$ cat config.mk
export PLATFORM = sky130hd
export DESIGN_NAME = sdr_burst_seq
export DESIGN_NICKNAME = d
export VERILOG_FILES = /design/src/rtl/sdr_burst_seq.sv
export SDC_FILE = /design/constraint.sdc
export NUM_CORES = 1
export LEC_CHECK = 0
export CORE_ASPECT_RATIO = 1.5
export CORE_UTILIZATION = 40
export DETAILED_ROUTE_END_ITERATION = 12
export PLACE_DENSITY = 0.74
export RECOVER_POWER = 100
export SYNTH_ARGS = -nofsm -noshare
export SYNTH_HDL_FRONTEND = slang
export SYNTH_SLANG_ARGS = --single-unit
$ cat constraint.sdc
create_clock -name clk -period 2.05 [get_ports clk]
set_clock_uncertainty 0.15 [all_clocks]
set_input_delay 0.3075 -clock clk [delete_from_list [all_inputs] [get_ports clk]]
set_output_delay 0.3075 -clock clk [all_outputs]
set_load 0.01 [all_outputs]
$ cat src/rtl/sdr_burst_seq.sv
module sdr_burst_seq #(
  parameter int COL_W  = 10,
  parameter int BANK_W = 2
) (
  input  logic              clk,
  input  logic              rst_n,
  input  logic [11:0]       mode_word,
  input  logic              lat3,
  input  logic              req_valid,
  input  logic              req_write,
  input  logic [BANK_W-1:0] req_bank,
  input  logic [COL_W-1:0]  req_col,
  output logic              req_ack,
  output logic              mode_err,
  output logic [1:0]        cmd,
  output logic [BANK_W-1:0] cmd_bank,
  output logic [COL_W-1:0]  cmd_col,
  output logic              dq_oe,
  output logic              rd_valid
);
  localparam int CNT_W = 4;
  localparam logic [1:0] CMD_NOP = 2'd0, CMD_RD = 2'd1, CMD_WR = 2'd2;

  logic             busy, is_wr, lat3_q;
  logic [CNT_W-1:0] k, last;
  logic [CNT_W-1:0] bl, wlen, lat;
  logic             accept;

  assign mode_err = mode_word[2] | (|mode_word[8:7]);
  assign bl       = CNT_W'(1) << mode_word[1:0];
  assign wlen     = mode_word[9] ? CNT_W'(1) : bl;
  assign req_ack  = !busy && !mode_err;
  assign accept   = req_valid && req_ack;
  assign lat      = lat3_q ? CNT_W'(3) : CNT_W'(2);

  always_ff @(posedge clk) begin
    if (!rst_n) begin
      busy     <= 1'b0;
      is_wr    <= 1'b0;
      lat3_q   <= 1'b0;
      k        <= '0;
      last     <= '0;
      cmd_bank <= '0;
      cmd_col  <= '0;
    end else if (accept) begin
      busy     <= 1'b1;
      is_wr    <= req_write;
      lat3_q   <= lat3;
      k        <= CNT_W'(1);
      last     <= req_write ? wlen : (lat3 ? CNT_W'(3) : CNT_W'(2)) + bl;
      cmd_bank <= req_bank;
      cmd_col  <= req_col;
    end else if (busy) begin
      if (k == last) begin
        busy <= 1'b0;
        k    <= '0;
      end else begin
        k <= k + CNT_W'(1);
      end
    end
  end

  assign cmd      = (busy && k == CNT_W'(1)) ? (is_wr ? CMD_WR : CMD_RD) : CMD_NOP;
  assign dq_oe    = busy && is_wr;
  assign rd_valid = busy && !is_wr && (k > lat);

  p_cmd_code_r4: assert property (@(posedge clk) disable iff (!rst_n)
    cmd != 2'd3);
  p_issue_after_ack_r4: assert property (@(posedge clk) disable iff (!rst_n)
    (req_valid && req_ack) |=> (cmd != CMD_NOP));
  p_rd_lat2_r5: assert property (@(posedge clk) disable iff (!rst_n)
    (cmd == CMD_RD && !lat3_q) |-> ##2 rd_valid);
  p_rd_lat3_r5: assert property (@(posedge clk) disable iff (!rst_n)
    (cmd == CMD_RD && lat3_q) |-> ##3 (rd_valid && $past(!rd_valid)));
  p_wr_drive_r6: assert property (@(posedge clk) disable iff (!rst_n)
    (cmd == CMD_WR) |-> dq_oe);
  p_reserved_block_r3: assert property (@(posedge clk) disable iff (!rst_n)
    mode_err |-> !req_ack);
  p_no_contention_r8: assert property (@(posedge clk) disable iff (!rst_n)
    !(dq_oe && rd_valid));
  p_ack_quiet_r8: assert property (@(posedge clk) disable iff (!rst_n)
    req_ack |-> (!dq_oe && !rd_valid && cmd == CMD_NOP));
endmodule

==> results of run 1 <==
## flip-flops by register name, summed over array words and instances, names as in the netlist
register	count
cmd_col	10
cmd_bank	2
last	4
lat3_q	1
is_wr	1
k	4
busy	1
## routing by layer
metal  GRT usage [%]  wire, um
met5               0         0
met4           7.353        19
met3           1.872        66
met2           34.11      1505
met1           19.44      1087
## repair_timing
action / 4_1_cts / 5_1_grt
gates resized for setup: 6 / 4
endpoints found under the setup margin: 3 / 3
setup buffers: 0 / 0
## cells in the mapped netlist (2+ instances only)
cell type  instances
dfxtp_1           23
clkbuf_1           3
o21ai_0            2
nand4_1            2
or3_1              2
a21boi_1          15
xor2_1             5
a21oi_1            4
nand2_1           34
inv_1              4
ha_1               5
nor2_1             5
nand2b_1           5
## per-stage QoR
step	setup WS, ps	std cells	total power [mW]	setup TNS [ps]	hold slack [ps]
floorplan	301.4	133	0.5275	0	288.4
global placement	-36.69	217	0.6106	-70.39	291.3
detailed placement	-87.14	217	0.6161	-168.0	297.6
CTS	22.50	221	0.8871	0	308.2
global route	0.2406	221	0.9092	0	327.1
finish	52.50	221	0.8713	0	302.7
## area by class of cell
type	instances	area [um2]
Sequential cell	23	460.4
Inverter	4	15.01
Multi-Input combinational cell	100	633.1
Timing Repair Buffer	53	505.5
Clock buffer	4	45.04
Tap cell	37	46.29
Fill cell	259	999.7
## cells in the final DEF (no fill, tap or decap), types with 2 or more instances in the layout
cell type	instances
clkdlybuf4s50_1	22
o21ai_0	2
a21oi_1	3
dfxtp_1	23
nand4_1	2
nand2_1	34
inv_1	4
a21boi_1	9
nand2b_1	5
buf_4	9
dlygate4sd2_1	2
buf_12	2
xor2_1	5
ha_1	5
a21boi_0	7
dlygate4sd3_1	13
clkbuf_1	3
and2_1	2
clkbuf_8	3
nor2_1	5
## worst max path at each step
stage	start	end	slack, ps	depth (start not counted)
after floorplan	k[0]	rd_valid	300	4
after global placement	k[0]	rd_valid	-40	5
after detailed placement	k[0]	rd_valid	-90	5
after CTS	k[0]	cmd[0]	20	5
after global routing	k[0]	rd_valid	0.2	5
final	k[0]	rd_valid	50	5
## worst max-delay path, delay by kind of cell, from the launching register on
| kind | cells | cell delay (ps) |
|---|---|---|
| AO/OA/AOI/OAI | 1 | 130 |
| adder cells (fa/ha/maj) | 1 | 260 |
| buffers and inverters | 2 | 190 |
| flip-flops | 1 | 330 |
| AND/OR/NAND/NOR | 1 | 370 |
## kinds of logic (layout without fill, tap and decap cells)
kind of cell | Yosys count | in the layout | share of synthesized area [%]
compound gates | 31 | 31 | 19.81
fa+ha+maj | 5 | 5 | 5.441
buf+inv | 10 | 61 | 4.352
xor+xnor | 6 | 6 | 4.570
flops | 23 | 23 | 40.04
simple gates | 58 | 58 | 25.79
## where the power goes
part | total, mW | internal [mW] | switching [mW]
combinational | 0.137 | 0.0826 | 0.0543
clock | 0.274 | 0.138 | 0.135
sequential | 0.461 | 0.455 | 0.00514
total | 0.871 | 0.676 | 0.195
==> metrics.md, run 1 <==
| Metric | Value |
|---|---|
| Status | finished, final reports clean |
| Drt via density | 4.878 |
| Max Clock Freq | ~0.50 GHz |
| WP data arrival | roughly 1500 ps |
| Hold Path Origin | cmd_bank[0] |
| Synthesized net count | around 170 |
| Area contributors post-synth | dfxtp_1 40%, nand2_1 11%, a21boi_1 9.8% |
| Setup CP Type | reg2out |
| Vias | ~1100 |
| Die area | ~3100 um2 |
| Starting Density | a little over two fifths |
| Post-DP HPWL | slightly above 2000 um |
| # diodes | 0 |
| Layout cells sized above 1 | between 10% and 20% |
| Post-synthesis instance total | 133 |
| FF-to-FF Start | k[1] |
| Core Footprint | ~2700 um2 |
| Critical-path cell with the highest stage delay | or3_4 |
| CTS tree | yes |
| Clk buf depth | 2 |
| First-pass DRT Iterations | 3 |
| Hold_buf cts | 0 |
| RSZ-0062 raised after global routing | false |
| R2R Path End | k[0] |
| Hold Crit Depth | 2 |
| Synthesized flop and latch total | 23 |
| Routability cong. | between 0.7 and 0.8 |
| # port buffers | 40 |
| Leak | between 0.7 and 0.8 nW |
| 1st-iter DRT viols | 10 |
| Post-DP Area | between 1500 and 2000 um2 |
| Vias in the first global route | 990 |
| Clock slew at reported path FFs | around 80 ps |
| Final instance area | 1705 um2 |
| Crit share post-route | a little over nine tenths |
| Post-Route Utilization | between 60% and 70% |
| Post-route ant nets | 0 |
| Maximum vdd drop | between 0.0004 and 0.0005 V |
| Crit path cell chain | inv_1, ha_1, or3_4, a21oi_2, buf_2 |
| Crit path capture type | output port |
| Syn Std Cell Area | between 1000 and 1500 um2 |
| Netlist cell types | 37 |
| Power density over the cells | between 500 and 600 nW/um2 |
| Worst skew pair latency | about 260 ps |
| Inserted Clock Buffers | 3 |
| Final Hold Fails | 0 |
| Area Overhead vs Synth | 48.31% |
| Clk root buf | clkbuf_8 |
| R2r setup slk | about 100 ps |
| Initial antenna violation count | 0 |
| Max FO, Critical Path | 2 |
| Rel. slew slack | roughly half |
| H-tree depth | 1 |
| Number of flops mapped to enable cells by yosys | 0 |
| Synth Warn # | 0 |
| CP Launch Type | flop |
| Crit-path max cell delay | ~370 ps |
| # nets final | ~220 |
| First-pass GRT wire length | a little over 4000 um |
| Cell Rows | 23 |
| R2R depth | 5 |
| Worst-Margin Slew | ~760 ps |
| Worst path required time | about 1600 ps |
| Max Cap Violations | 0 |
| Largest net degree at the start of global routing | 18 |
| Async set or reset register ratio after synthesis | 0% |
| Die Ht | between 60 and 70 um |
| Final wirelength | 2678 um |
| Register area share after synthesis | 40.04% |
| Fin crit period | 1998 ps |
| Grt ovf | 0 |
| GR Util All Layers | 18.04% |
| Hold/Removal Path Class | reg2reg |
| Synth area leader | dfxtp_1 |
| Boundary Pins | 47 |
| Die width | 45.78 um |
| Setup violators final | 0 |
| Share of the synthesized area in the top cell type | 40.04% |
| Top_reg_cell synth | dfxtp_1 |
| Sink Count | 23 |
| Mean Syn Cell Area | just under 9 um2 |
| End point of the worst hold path | cmd_bank[0] |
| # DRC | 0 |
| Post-DR wirelength/cell | 12.12 um |
| Final Max Slew Viols | 0 |
(Power assumes the default switching activity.)
==> inputs of run 2 (changes only) <==
--- a/config.mk
+++ b/config.mk
@@ -6,6 +6,7 @@
 export NUM_CORES = 1
 export LEC_CHECK = 0
 export CORE_ASPECT_RATIO = 1.5
+export CORE_MARGIN = 2
 export CORE_UTILIZATION = 40
 export DETAILED_ROUTE_END_ITERATION = 12
 export PLACE_DENSITY = 0.74
==> run 2 against run 1 <==
Net effect: via count rose by 0.93%; critical path depth unchanged; fmax up 2.0%; non-clock buffer count is 1 lower; cell area decreased by 1.1%; sequential share of layout area grew 0.37 points; core utilization shrank 0.69 points; largest cell class unchanged; largest power group unchanged.
==> metrics.md, run 2 (synthesis gave the netlist of run 1 again) <==
| Metric | Value |
|---|---|
| Status | finished, final reports clean (unchanged) |
| Clk root buf | clkbuf_8 (unchanged) |
| Final setup TNS | 0 ps (unchanged) |
| Vias in the first global route | 1201 (was 990) |
| First-pass DRT Iterations | 4 (was 3) |
| Rel. slew slack | 49.89% (was 49.10%) |
| WP data arrival | 1500 ps (was 1540 ps) |
| Max FFs per register | 10 (unchanged) |
| Combinational power share | 15.3% (was 15.7%) |
| Fillers | 268 (was 259) |
| Worst skew pair latency | 260 ps (about the same) |
| Hold/Removal Path Class | reg2reg (unchanged) |
| Clock share of power | 31.9% (was 31.4%) |
| Crit path buf inv count | 2 (unchanged) |
| WHS | 312.6 ps (was 302.7 ps) |
| Clk buf depth | 2 (unchanged) |
| Routability cong. | 0.8087 (was 0.7606) |
| Vias | 1088 (was 1078) |
| Crit path capture type | output port (unchanged) |
| Post-DP HPWL | 2116 um (was 2075 um) |
| CP Depth | 5 (unchanged) |
| Setup CP Type | reg2out (unchanged) |
| First-pass GRT wire length | 4429 um (was 4133 um) |
| Fin crit period | 1958 ps (was 1998 ps) |
| Die Ht | 69.67 um (was 67.67 um) |
| Worst path required time | 1590 ps (about the same) |
| 1st-iter DRT viols | 11 (was 10) |
| Worst-Margin Slew | 744.8 ps (was 756.5 ps) |
| Net Sw Frac | 23.04% (was 22.37%) |
| Core Footprint | 2705 um2 (unchanged) |
| Largest net degree at the start of global routing | 18 (unchanged) |
| Post-route ant nets | 0 (unchanged) |
| Max FO, Critical Path | 2 (unchanged) |
| Commonest non-fill, non-tap cell in the layout | nand2_1 (unchanged) |
| Largest delay share family, worst path | simple AND/OR/NAND/NOR gates (unchanged) |
| R2R depth | 5 (unchanged) |
| # diodes | 0 (unchanged) |
| Register area | 461.7 um2 (was 460.4 um2) |
| Initial antenna violation count | 0 (unchanged) |
| Power density over the cells | 516.9 nW/um2 (was 510.9 nW/um2) |
| Clock slew at reported path FFs | 80 ps (about the same) |
| Setup violators final | 0 (unchanged) |
| Drt via density | 4.945 (was 4.878) |
| Sequential Power Share | 52.8% (was 52.9%) |
| Leak | 0.7008 nW (was 0.7057 nW) |
| Critical-path cell with the highest stage delay | or3_1 (was or3_4) |
| Int Pwr | 0.6710 mW (was 0.6764 mW) |
| Die width | 47.78 um (was 45.78 um) |
| Sink Count | 23 (unchanged) |
| Commonest cells after routing, fill and taps aside | 34 x nand2_1, 22 x dfxtp_1, 22 x clkdlybuf4s50_1 (was 34 x nand2_1, 23 x dfxtp_1, 22 x clkdlybuf4s50_1) |
| Layout cells sized above 1 | 12.57% (was 10.33%) |
| Final Hold Fails | 0 (unchanged) |
| Max Clock Freq | 0.5107 GHz (was 0.5006 GHz) |
| GR Util All Layers | 17.44% (was 18.04%) |
| Cell Rows | 23 (unchanged) |
| # port buffers | 40 (unchanged) |
| Final Max Slew Viols | 0 (unchanged) |
| Maximum vdd drop | 0.0004474 V (was 0.0004025 V) |
| Grt ovf | 0 (unchanged) |
| Crit share post-route | 95.52% (was 97.44%) |
| H-tree depth | 1 (unchanged) |
| Top flop regs | cmd_col: 10 flops, k: 4 flops, last: 4 flops (unchanged) |
| Largest register by flop count | cmd_col (unchanged) |
| Max Cap Violations | 0 (unchanged) |
| # nets final | 218 (was 219) |
| Hold Crit Depth | 2 (unchanged) |
| Post-DR wirelength/cell | 12.25 um (was 12.12 um) |
| Boundary Pins | 47 (unchanged) |
| Area Overhead vs Synth | 46.68% (was 48.31%) |
| # DRC | 0 (unchanged) |
| Starting Density | 42.51% (unchanged) |
| Die area | 3328 um2 (was 3097 um2) |
| Inserted Clock Buffers | 3 (unchanged) |
| Crit path cell chain | inv_2, ha_1, or3_1, a21oi_2, buf_2 (was inv_1, ha_1, or3_4, a21oi_2, buf_2) |
| Footprint of the multi-input gates | 624.3 um2 (was 633.1 um2) |
| CTS tree | yes (unchanged) |
| Setup bufs post-CTS | 0 (unchanged) |
| Net switching power figure | 0.2008 mW (was 0.1949 mW) |
| Final wirelength | 2695 um (was 2678 um) |
| CP Launch Type | flop (unchanged) |
| Crit-path max cell delay | 360 ps (was 370 ps) |
run 2: changes by cell type in the layout (fill, tap and decap cells not counted), sizes merged:
cell / previous run / this run
clkbuf: 7 / 4
clkinv: 0 / 1
clkdlybuf4s25: 1 / 2
run 2: stage by stage:
stage	util [%]	instance area, um2	cells	power [mW]	setup WS (ps)
2_1_floorplan	-	1150	133	0.5275	301.4
3_3_place_gp	61.98	1677	216	0.6105	-43.36
3_5_place_dp	61.98	1677	216	0.6155	-68.27
4_1_cts	63.41	1715	220	0.8913	8.660
5_1_grt	62.35	1687	220	0.9090	-7.339
6_report	62.35	1687	220	0.8718	91.89
run 2: worst min-delay path, delay by kind of cell, from the launching register on:
family / cells / cell delay [ps]
AOI/OAI and AO/OA: 1 / 60
DFF: 1 / 310
and+or+nand+nor: 1 / 40
run 2: final timing paths:
path,from,slack (ps),end
worst max-delay path,k[0],90,rd_valid
worst min-delay path,cmd_bank[1],310,cmd_bank[1]
worst max register to register,k[0],130,k[0]
worst min register to register,cmd_bank[1],310,cmd_bank[1]
run 2: power by group through the flow:
stage | clock [mW] | combinational (mW) | sequential (mW)
after floorplan | 0 | 0.0536 | 0.474
after global placement | 0 | 0.139 | 0.471
after detailed placement | 0 | 0.144 | 0.472
after CTS | 0.287 | 0.143 | 0.461
after global routing | 0.301 | 0.147 | 0.462
final | 0.278 | 0.133 | 0.461
run 2: timing repair:
action | in CTS | in global routing
hold buffers | 0 | 0
pin swaps | 0 | 1
gates resized for setup | 6 | 7
endpoints found under the setup margin | 3 | 3
endpoints found under the hold margin | 0 | 0
run 2: layout make-up:
type,count,share of cell area (%)
Timing Repair Buffer,52,29.23
Multi-Input combinational cell,100,37.02
Clock inverter,1,0.2967
Tap cell,37,2.745
Sequential cell,23,27.37
Clock buffer,3,2.448
Inverter,4,0.8902
run 2: layer usage:
layer	share of wire, %	vias up	GRT usage, %
li1	-	554	-
met3	3.3	4	3.646
met4	1.2	0	6.306
met5	0	-	0
met1	38	504	16.23
met2	57	26	33.19
